==> config.mk <==
export PLATFORM = sky130hd
export DESIGN_NAME = burst_addr_seq
export DESIGN_NICKNAME = d
export VERILOG_FILES = /design/src/rtl/burst_seq_pkg.sv /design/src/rtl/burst_strobe_qual.sv /design/src/rtl/burst_order_map.sv /design/src/rtl/burst_addr_seq.sv
export SDC_FILE = /design/constraint.sdc
export NUM_CORES = 1
export LEC_CHECK = 0
export BUFFER_PORTS_ARGS = -buffer_cell sky130_fd_sc_hd__buf_4
export CORE_MARGIN = 4
export CORE_UTILIZATION = 40
export DETAILED_ROUTE_END_ITERATION = 7
export MAX_ROUTING_LAYER = met4
export PLACE_DENSITY_LB_ADDON = 0.3
export SLEW_MARGIN = 10
export SYNTH_ARGS = -nofsm -noshare
export SYNTH_HDL_FRONTEND = slang
export SYNTH_SLANG_ARGS = --single-unit
==> constraint.sdc <==
create_clock -name clk -period 2.72 [get_ports clk]
set_input_delay 0.408 -clock clk [delete_from_list [all_inputs] [get_ports clk]]
set_output_delay 0.408 -clock clk [all_outputs]
set_load 0.01 [all_outputs]
==> src/rtl/burst_seq_pkg.sv <==
`timescale 1ns/1ps
package burst_seq_pkg;
    // The burst counter covers the low address bits only: four beats.
    localparam int BEAT_W = 2;
    localparam int BEATS  = 1 << BEAT_W;

    typedef logic [BEAT_W-1:0] beat_t;

    typedef enum logic {
        ORDER_LINEAR = 1'b0,
        ORDER_XOR    = 1'b1
    } order_e;

    // Position inside a burst: captured start bits and beats taken so far.
    typedef struct packed {
        beat_t start;
        beat_t beat;
    } burst_pos_t;
endpackage

==> src/rtl/burst_strobe_qual.sv <==
`timescale 1ns/1ps
module burst_strobe_qual (
    input  logic cpu_strobe,
    input  logic ctl_strobe,
    input  logic chip_en,
    output logic load
);
    // Either strobe starts a burst, but only while the chip is enabled.
    always_comb begin
        load = chip_en & (cpu_strobe | ctl_strobe);
    end
endmodule

==> src/rtl/burst_order_map.sv <==
`timescale 1ns/1ps
module burst_order_map
    import burst_seq_pkg::*;
(
    input  beat_t  start,
    input  beat_t  beat,
    input  order_e order,
    output beat_t  low_bits
);
    beat_t lin_bits;
    beat_t xor_bits;

    always_comb begin
        lin_bits = beat_t'(start + beat);
        xor_bits = start ^ beat;
        low_bits = (order == ORDER_XOR) ? xor_bits : lin_bits;
    end
endmodule

==> src/rtl/burst_addr_seq.sv <==
`timescale 1ns/1ps
module burst_addr_seq
    import burst_seq_pkg::*;
#(
    parameter int ADDR_W = 18
) (
    input  logic              clk,
    input  logic              rst_n,
    input  logic              cpu_strobe,
    input  logic              ctl_strobe,
    input  logic              chip_en,
    input  logic              advance,
    input  logic              order_sel,
    input  logic [ADDR_W-1:0] addr_in,
    output logic [ADDR_W-1:0] word_addr
);
    localparam int UPPER_W = ADDR_W - BEAT_W;

    typedef struct packed {
        logic [UPPER_W-1:0] upper;
        burst_pos_t         pos;
    } seq_state_t;

    seq_state_t st_d;
    seq_state_t st_q;
    logic       load;
    beat_t      low_bits;
    order_e     order;

    assign order = order_e'(order_sel);

    burst_strobe_qual u_qual (
        .cpu_strobe (cpu_strobe),
        .ctl_strobe (ctl_strobe),
        .chip_en    (chip_en),
        .load       (load)
    );

    // Next state: a taken strobe has priority over advance.
    always_comb begin
        st_d = st_q;
        if (load) begin
            st_d.upper     = addr_in[ADDR_W-1:BEAT_W];
            st_d.pos.start = addr_in[BEAT_W-1:0];
            st_d.pos.beat  = '0;
        end else if (advance) begin
            st_d.pos.beat  = beat_t'(st_q.pos.beat + 1'b1);
        end
    end

    always_ff @(posedge clk or negedge rst_n) begin
        if (!rst_n) begin
            st_q <= '0;
        end else begin
            st_q <= st_d;
        end
    end

    burst_order_map u_map (
        .start    (st_q.pos.start),
        .beat     (st_q.pos.beat),
        .order    (order),
        .low_bits (low_bits)
    );

    assign word_addr = {st_q.upper, low_bits};
endmodule

Word level (Yosys, flattened, before mapping)
Cells that the tools add are included.
- $add $sub $neg: 2
- muxes and demuxes: 3
- bitwise gates (word level): 3
- reduce and logical (&&, ||, !) cells: 1
- operators by type and width (operator ; number):
    two-way mux 2 bit ; 3
    adder 2 x 1 -> 2 bit (second input constant) ; 1
    adder 2 bit ; 1
    nonzero test 2 bit ; 1
    XOR 2 bit ; 1
    bitwise AND 1 bit ; 1
    bitwise OR 1 bit ; 1
- register bits after elaboration: 20
- input port bits: 25
- output and inout bits: 18
- word-level logic and storage cells: 12

Longest topological paths before layout
Gate-level depths: netlist (run 1).
- depth after elaboration: 3
- mapped depth: 3
- depth with buffers taken out: 3

Cells and area by module
From an unflattened synthesis (run 1), not the netlist that was laid out.
- cells, all modules: 66
- area, all modules: 992.2 µm²
- modules (own cells, without submodules) (module ; instances ; cells an instance ; area an instance (µm²) ; seq. area each (µm²)):
    burst_addr_seq ; 1 ; 61 ; 948.4 ; 500.5
    burst_order_map ; 1 ; 4 ; 36.3 ; 0.0
    burst_strobe_qual ; 1 ; 1 ; 7.5 ; 0.0

Least setup slack after synthesis (run 1)
No wires, ideal clock.
- path type: register to output
- from: register st_q[0] (netlist bit)
- to: output port word_addr[1]
- arrival: 0.939 ns
- data required time: 2.312 ns
- slack: 1.373 ns
- cell stages (with the launch flop): 4
- buffers on the path: 0
- path through: dfrtp_1 ha_1 nor2b_1 xnor2_1
- word-level cells in the longest chain between the ends: 2
- ends and longest elaborated chain (element ; line ; source):
    start, declared ; burst_addr_seq.sv:25 ; seq_state_t st_q;
    start signal, assigned ; burst_addr_seq.sv:55 ; st_q <= st_d;
    adder 2 bit ; burst_order_map.sv:14 ; lin_bits = beat_t'(start + beat);
    two-way mux 2 bit ; burst_order_map.sv:16 ; low_bits = (order == ORDER_XOR) ? xor_bits : lin_bits;
    end, declared ; burst_addr_seq.sv:15 ; output logic [ADDR_W-1:0] word_addr
No other way between the ends.

Final worst setup path (run 1)
Ends and elaborated chain as after synthesis.

==> results.txt, run 1 <==
Status - finished clean
Final clock skew - 0.00242 ns
Initial antenna violation count - 0
Drt pass-1 iters - 3
Worst hold margin - 0.339 ns
Die height - 57.8 µm
Most common cell in the synthesized netlist - dfrtp_1
Switching Power - 181 µW
Worst min-delay path class - in2reg
Area post-placement - 1210 µm²
Port bufs - 42
Num rows - 17
Setup TNS - 0 ns
PwrDens - 590 nW/µm²
Largest net degree at the start of global routing - 21
Critical Path AT - 1.32 ns
Fin crit period - 1.73 ns
CTS Root Cell - clkbuf_4
DR vias/cell - 4.53
Post-place setup slack - 1.32 ns
Max Fclk - 579 MHz
Logic pwr share - 28.7%
Total track usage - 10.5%
Starting Density - 43.6%
DIE AREA - 3340 µm²
Top_reg_cell synth - dfrtp_1
Final period util - 63.5%
Syn avg cell area - 15.0 µm²
Least-Margin Pin Slew - 0.347 ns
Max_cap viols - 0
Final WL - 1.60 mm
Synthesized area - 992 µm²
Max clock buf depth - 2
Int Pwr - 558 µW
Synth cell types - 12
CTS Buf Count - 3
GP Congestion - 0.649
Startpoint types - flip-flop
Sequential fraction of the synthesis area - 50.4%
Post-layout net count - 123
Ant diodes - 0
Chip width - 57.8 µm
Number of global-route vias before repair - 628
Clk network pwr share - 22.2%
Post-synth top area share - 50.4%
Crit-path max FO - 4
Post-synth top area cell - dfrtp_1
Final setup viols - 0
Post_cts resized - 0
Final Cell Area - 1250 µm²
Top cells by instance count after synthesis - dfrtp_1 (20), mux2_4 (18), buf_4 (16)
Placeable Area - 2280 µm²
CP Data Required Time - 2.31 ns
Clk_lat worst skew - 0.29 ns
CTS clock-pin slew for the worst setup and hold paths - 0.10 ns
Max-Slew Margin vs Limit - 76.9%
Initial drt markers - 10
Post-synth EDFFs - 0
I/O pin count - 43
Share of layout cells above drive strength 1 - 68.8%
CP Class - reg2out
Ys async rst share - 100%
Worst setup margin - 0.994 ns
Fin. Hold Viols - 0
Pleak - 0.000637 µW
#FFs+latches synth - 20
Post-Syn Instances - 66
Setup repair after global routing missed its margin - false
Sequential share of power - 49.1%
Crit. End Element - primary output
Top cells by area, synth - dfrtp_1 (50%), mux2_4 (27%), buf_4 (12%)
Sw frac - 24.5%
Ys Warns - 0
CTS sink cnt - 20
Post-route ant nets - 0
Post-route DRC - 0
Synth-to-Final Area Change - 26.4%
Via count - 562
First-pass GRT wire length - 2.62 mm
H-tree Lvls - 1
GRT Residual Overflow - 0
DR WL/cell - 12.9 µm
Net Count, Synth - 92
Maximum VDD drop - 0.331 mV
CTS tree - built
Max Slew Vio Count - 0
path summary, 6_finish.rpt:
path | cells past startpoint | from | slack (ns) | to
worst max register to register | 2 | st_q[0]$_DFFE_PN0P_ | 1.88 | st_q[1]$_DFFE_PN0P_
min in group asynchronous | 2 | rst_n | 0.53 | word_addr[7]$_DFFE_PN0P_
worst min register to register | 1 | word_addr[7]$_DFFE_PN0P_ | 0.52 | word_addr[7]$_DFFE_PN0P_
max in group asynchronous | 2 | rst_n | 1.99 | word_addr[9]$_DFFE_PN0P_
worst max-delay path | 4 | st_q[0]$_DFFE_PN0P_ | 0.99 | word_addr[1]
worst min-delay path | 2 | addr_in[5] | 0.34 | word_addr[5]$_DFFE_PN0P_
cell families after synthesis:
| kind of cell | Yosys count | synth area share, % |
|---|---|---|
| flip-flops | 20 | 50.4 |
| buffers and inverters | 18 | 14.4 |
| multiplexers | 18 | 27.2 |
| AO/OA/AOI/OAI | 3 | 2.27 |
| XOR/XNOR | 3 | 2.65 |
| AND/OR/NAND/NOR | 3 | 1.77 |
| adder cells (fa/ha/maj) | 1 | 1.26 |
power groups by stage:
stage | combinational [µW] | sequential, µW | clock [µW]
after floorplan | 159 | 361 | 0
after global placement | 211 | 366 | 0
after detailed placement | 216 | 368 | 0
after CTS | 216 | 363 | 175
after global routing | 228 | 369 | 188
final | 212 | 363 | 164
repair_timing:
action / CTS / global route
setup buffers: 0 / 0
hold buffers: 1 / 0
setup endpoints to repair: 0 / 0
hold endpoints to repair: 20 / 0
per-layer routing:
metal,routed length (µm),vias to the layer above,GRT usage [%]
met5,0,-,-
met4,0,0,4.97
met3,167,0,3.12
met2,761,30,16.3
met1,675,267,12.5
li1,-,265,-
flip-flops by register name, summed over array words and instances, names as in the netlist:
name and flops:
st_q 4, word_addr 16
layout make-up:
type	instances	area, µm²
Clock buffer	4	36.3
Fill cell	192	1020
Multi-Input combinational cell	28	349
Sequential cell	20	500
Tap cell	28	35.0
Timing Repair Buffer	44	333
placed cells by master (no fill, tap or decap):
| cell type | count |
|---|---|
| nor2_1 | 1 |
| buf_4 | 43 |
| nor2b_1 | 1 |
| clkbuf_8 | 1 |
| o21a_1 | 1 |
| mux2_4 | 18 |
| nand3b_1 | 1 |
| a21bo_2 | 1 |
| xnor2_1 | 3 |
| a21oi_1 | 1 |
| ha_1 | 1 |
| dfrtp_1 | 20 |
| dlygate4sd3_1 | 1 |
| clkbuf_4 | 3 |
critical path, cell delays in order (launching register included):
cell,delay [ns]
dfrtp_1,0.44
ha_1,0.20
nor2b_1,0.13
xnor2_1,0.13
buf_4,0.14
per-stage QoR:
stage,total power (µW),std cells,utilization [%]
after floorplan,521,66,-
after global placement,578,119,53.1
after detailed placement,583,119,53.1
after CTS,755,124,55.1
after global routing,786,124,55.1
final,739,124,55.1
(Power assumes the default switching activity.)
==> inputs of run 2 (changes only) <==
--- a/config.mk
+++ b/config.mk
@@ -5,6 +5,7 @@
 export SDC_FILE = /design/constraint.sdc
 export NUM_CORES = 1
 export LEC_CHECK = 0
+export ABC_AREA = 1
 export BUFFER_PORTS_ARGS = -buffer_cell sky130_fd_sc_hd__buf_4
 export CORE_MARGIN = 4
 export CORE_UTILIZATION = 40
==> constraint.sdc (replaced) <==
create_clock -name clk -period 1.6 [get_ports clk]
set_input_delay 0.24 -clock clk [delete_from_list [all_inputs] [get_ports clk]]
set_output_delay 0.24 -clock clk [all_outputs]
set_load 0.01 [all_outputs]
==> results.txt, run 2 <==
Status - finished clean
Final HPWL DP - 1.46 mm
Fin util - 54.4% (-0.73 points)
Number of global-route vias before repair - 782 (+25%)
GRT Residual Overflow - 0 (unchanged)
CTS clock-pin slew for the worst setup and hold paths - 0.11 ns (about the same)
Synth cell types - 13 (+1)
Post-route DRC - 0 (unchanged)
Total track usage - 12.9% (+2.4 points)
Synth-to-Final Area Change - 25.4%
Dpl cells - 168 (+41%)
Post-synth top area cell - dfrtp_1
Crit. End Element - primary output
Final WL - 1.95 mm (+22%)
Most common cell in the synthesized netlist - nand2_1
Drt pass-1 iters - 3 (unchanged)
Setup TNS - 0 ns (unchanged)
Worst R2R Start - st_q[0]$_DFFE_PN0P_
Fin crit period - 1.55 ns
Port bufs - 42 (unchanged)
Final Cell Area - 1250 µm² (-0.40%)
Fin. Hold Viols - 0 (unchanged)
Max Slew Vio Count - 0 (unchanged)
Post-synth top area share - 50.3% (-0.19 points)
CP Data Required Time - 1.36 ns (-0.95 ns)
Top cells by area, synth - dfrtp_1 (50%), nand2_1 (24%), buf_4 (12%)
DR WL/cell - 11.3 µm (-13%)
CTS Buf Count - 3 (unchanged)
DR vias/cell - 4.39 (-3.2%)
Ys async rst share - 100% (unchanged)
Clk network pwr share - 23.3% (+1.1 points)
Chip width - 57.9 µm (+0.16%)
Kind of cell adding the most delay to the critical path - flip-flops
Logic pwr share - 26.5% (-2.2 points)
Critical Path AT - 1.31 ns (about the same)
Final period util - 96.7%
Final setup viols - 0 (unchanged)
CTS tree - built
R2R setup slack - 0.75 ns (-1.13 ns)
Sequential fraction of the synthesis area - 50.3% (-0.19 points)
Final clock skew - 0.00217 ns (-0.000253 ns)
Die height - 57.9 µm (+0.16%)
R2r endpoint - st_q[0]$_DFFE_PN0P_
Crit-path max FO - 3 (-1)
Top cells by instance count after synthesis - nand2_1 (63), dfrtp_1 (20), buf_4 (16)
Least-Margin Pin Slew - 0.707 ns (+0.360 ns)
Num rows - 17 (unchanged)
Pleak - 0.000702 µW (+10%)
Int Pwr - 870 µW (+56%)
Sequential share of power - 50.2% (+1.1 points)
Largest register FFs - 16 (unchanged)
CP Class - reg2out
Most common cell after layout, fill and taps aside - nand2_1
Syn avg cell area - 8.51 µm² (-43%)
GP Congestion - 0.747 (+15%)
Placeable Area - 2300 µm² (+0.93%)
Top_reg_cell synth - dfrtp_1
Startpoint types - flip-flop
Worst hold margin - 0.134 ns (-0.206 ns)
Max Fclk - 646 MHz
Critical Path Stages - 7 (+3)
Setup Fix Bufs, Post-CTS - 0 (unchanged)
CTS sink cnt - 20 (unchanged)
Maximum VDD drop - 0.450 mV (+36%)
Area post-placement - 1180 µm² (-2.0%)
Switching Power - 334 µW (+84%)
Clk_lat worst skew - 0.29 ns (about the same)
DIE AREA - 3350 µm² (+0.33%)
Fillers - 225 (+17%)
Most frequent cells in the layout - nand2_1 (63), buf_4 (41), dfrtp_1 (20)
CP startpoint - st_q[0]$_DFFE_PN0P_
Post-Syn Instances - 117 (+77%)
Ant diodes - 0 (unchanged)
Via count - 759 (+35%)
Share of layout cells above drive strength 1 - 35.9% (-33 points)
CTS Root Cell - clkbuf_4
Post-synth EDFFs - 0 (unchanged)
#FFs+latches synth - 20 (unchanged)
Starting Density - 43.4% (-0.24 points)
Slowest stage delay, CP - 0.40 ns (-0.04 ns)
CP max stage cell - dfrtp_1
Post-route ant nets - 0 (unchanged)
Worst-path cell chain - ha_2, inv_2, nor2_4, nand3_2, nand2_1, inv_1, buf_6
Max clock buf depth - 2 (unchanged)
Largest net degree at the start of global routing - 21 (unchanged)
Initial drt markers - 11 (+1)
PwrDens - 965 nW/µm² (+64%)
Initial antenna violation count - 0 (unchanged)
Worst min-delay path class - in2reg
Post-route insts no fill - 173 (+40%)
First-pass GRT wire length - 3.30 mm (+26%)
Post-layout net count - 172 (+40%)
Max_cap viols - 0 (unchanged)
H-tree Lvls - 1 (unchanged)
I/O pin count - 43 (unchanged)
Sw frac - 27.7% (+3.2 points)
Max-Slew Margin vs Limit - 52.8% (-24 points)
Net Count, Synth - 143 (+55%)
Setup repair after global routing missed its margin - true
Reg2Reg Depth - 2 (unchanged)
Critical Path End - word_addr[1]
Ys Warns - 0 (unchanged)
Buffers and inverters on the worst path - 3 (+2)
Synthesized area - 996 µm² (+0.38%)
==> run 2: cell types whose count changed in the layout (fill, tap and decap cells not counted), moves of 2 or more <==
cell,delta
nand2_1,+63
mux2_4,-18
inv_1,+4
buf_4,-2
nor2_4,+2
xnor2_1,-2
==> run 2: per-layer routing <==
| metal | vias up | track usage [%] | wire, µm |
|---|---|---|---|
| li1 | 390 | - | - |
| met1 | 354 | 14.0 | 738 |
| met2 | 13 | 23.4 | 1110 |
| met3 | 2 | 2.23 | 86 |
| met4 | 0 | 4.97 | 10 |
| met5 | - | - | 0 |
==> run 2: area by class of cell <==
type	count	area [µm²]	area share, %
Sequential cell	20	500	40.1
Multi-Input combinational cell	73	329	26.4
Timing Repair Buffer	43	329	26.4
Clock buffer	4	36.3	2.91
Tap cell	28	35.0	2.81
Inverter	5	18.8	1.50
==> run 2: repair_timing <==
action / in CTS / in global routing
setup endpoints to repair: 0 / 1
hold buffers: 1 / 0
hold endpoints to repair: 20 / 0
resized for setup: 0 / 6
==> run 2: how the worst min path moves through the flow <==
stage	from	end	slack, ns	cells past startpoint
2_1_floorplan	rst_n	st_q[0]$_DFFE_PN0P_	-0.06	0
3_3_place_gp	rst_n	word_addr[14]$_DFFE_PN0P_	0.13	1
3_5_place_dp	rst_n	word_addr[14]$_DFFE_PN0P_	0.13	1
4_1_cts	addr_in[4]	word_addr[4]$_DFFE_PN0P_	0.12	3
5_1_grt	addr_in[4]	word_addr[4]$_DFFE_PN0P_	0.12	3
6_report	addr_in[4]	word_addr[4]$_DFFE_PN0P_	0.13	3
==> run 2: worst reg2reg max path, cell delays in order, from the launching register on <==
cell and delay [ns]:
dfrtp_1 0.42, xnor2_1 0.27, nor2_4 0.04
==> run 2: through the flow <==
stage,power [µW],setup slack [ns]
global route,1300,-0.0860
CTS,1220,0.0153
global placement,915,0.417
finish,1200,0.0532
detailed placement,926,0.365
floorplan,826,0.520
==> run 2: logic make-up after synthesis <==
kind of cell	share of synthesized area, %
adder cells (fa/ha/maj)	1.26
buffers and inverters	18.2
flip-flops	50.3
AO/OA/AOI/OAI	2.39
XOR/XNOR	0.880
AND/OR/NAND/NOR	27.0
==> run 2: power groups by stage <==
stage               registers (µW)  clock network, µW  logic [µW]
CTS                            606                300         314
global route                   615                324         358
detailed placement             615                  0         311
floorplan                      604                  0         222
global placement               612                  0         304
finish                         605                281         319
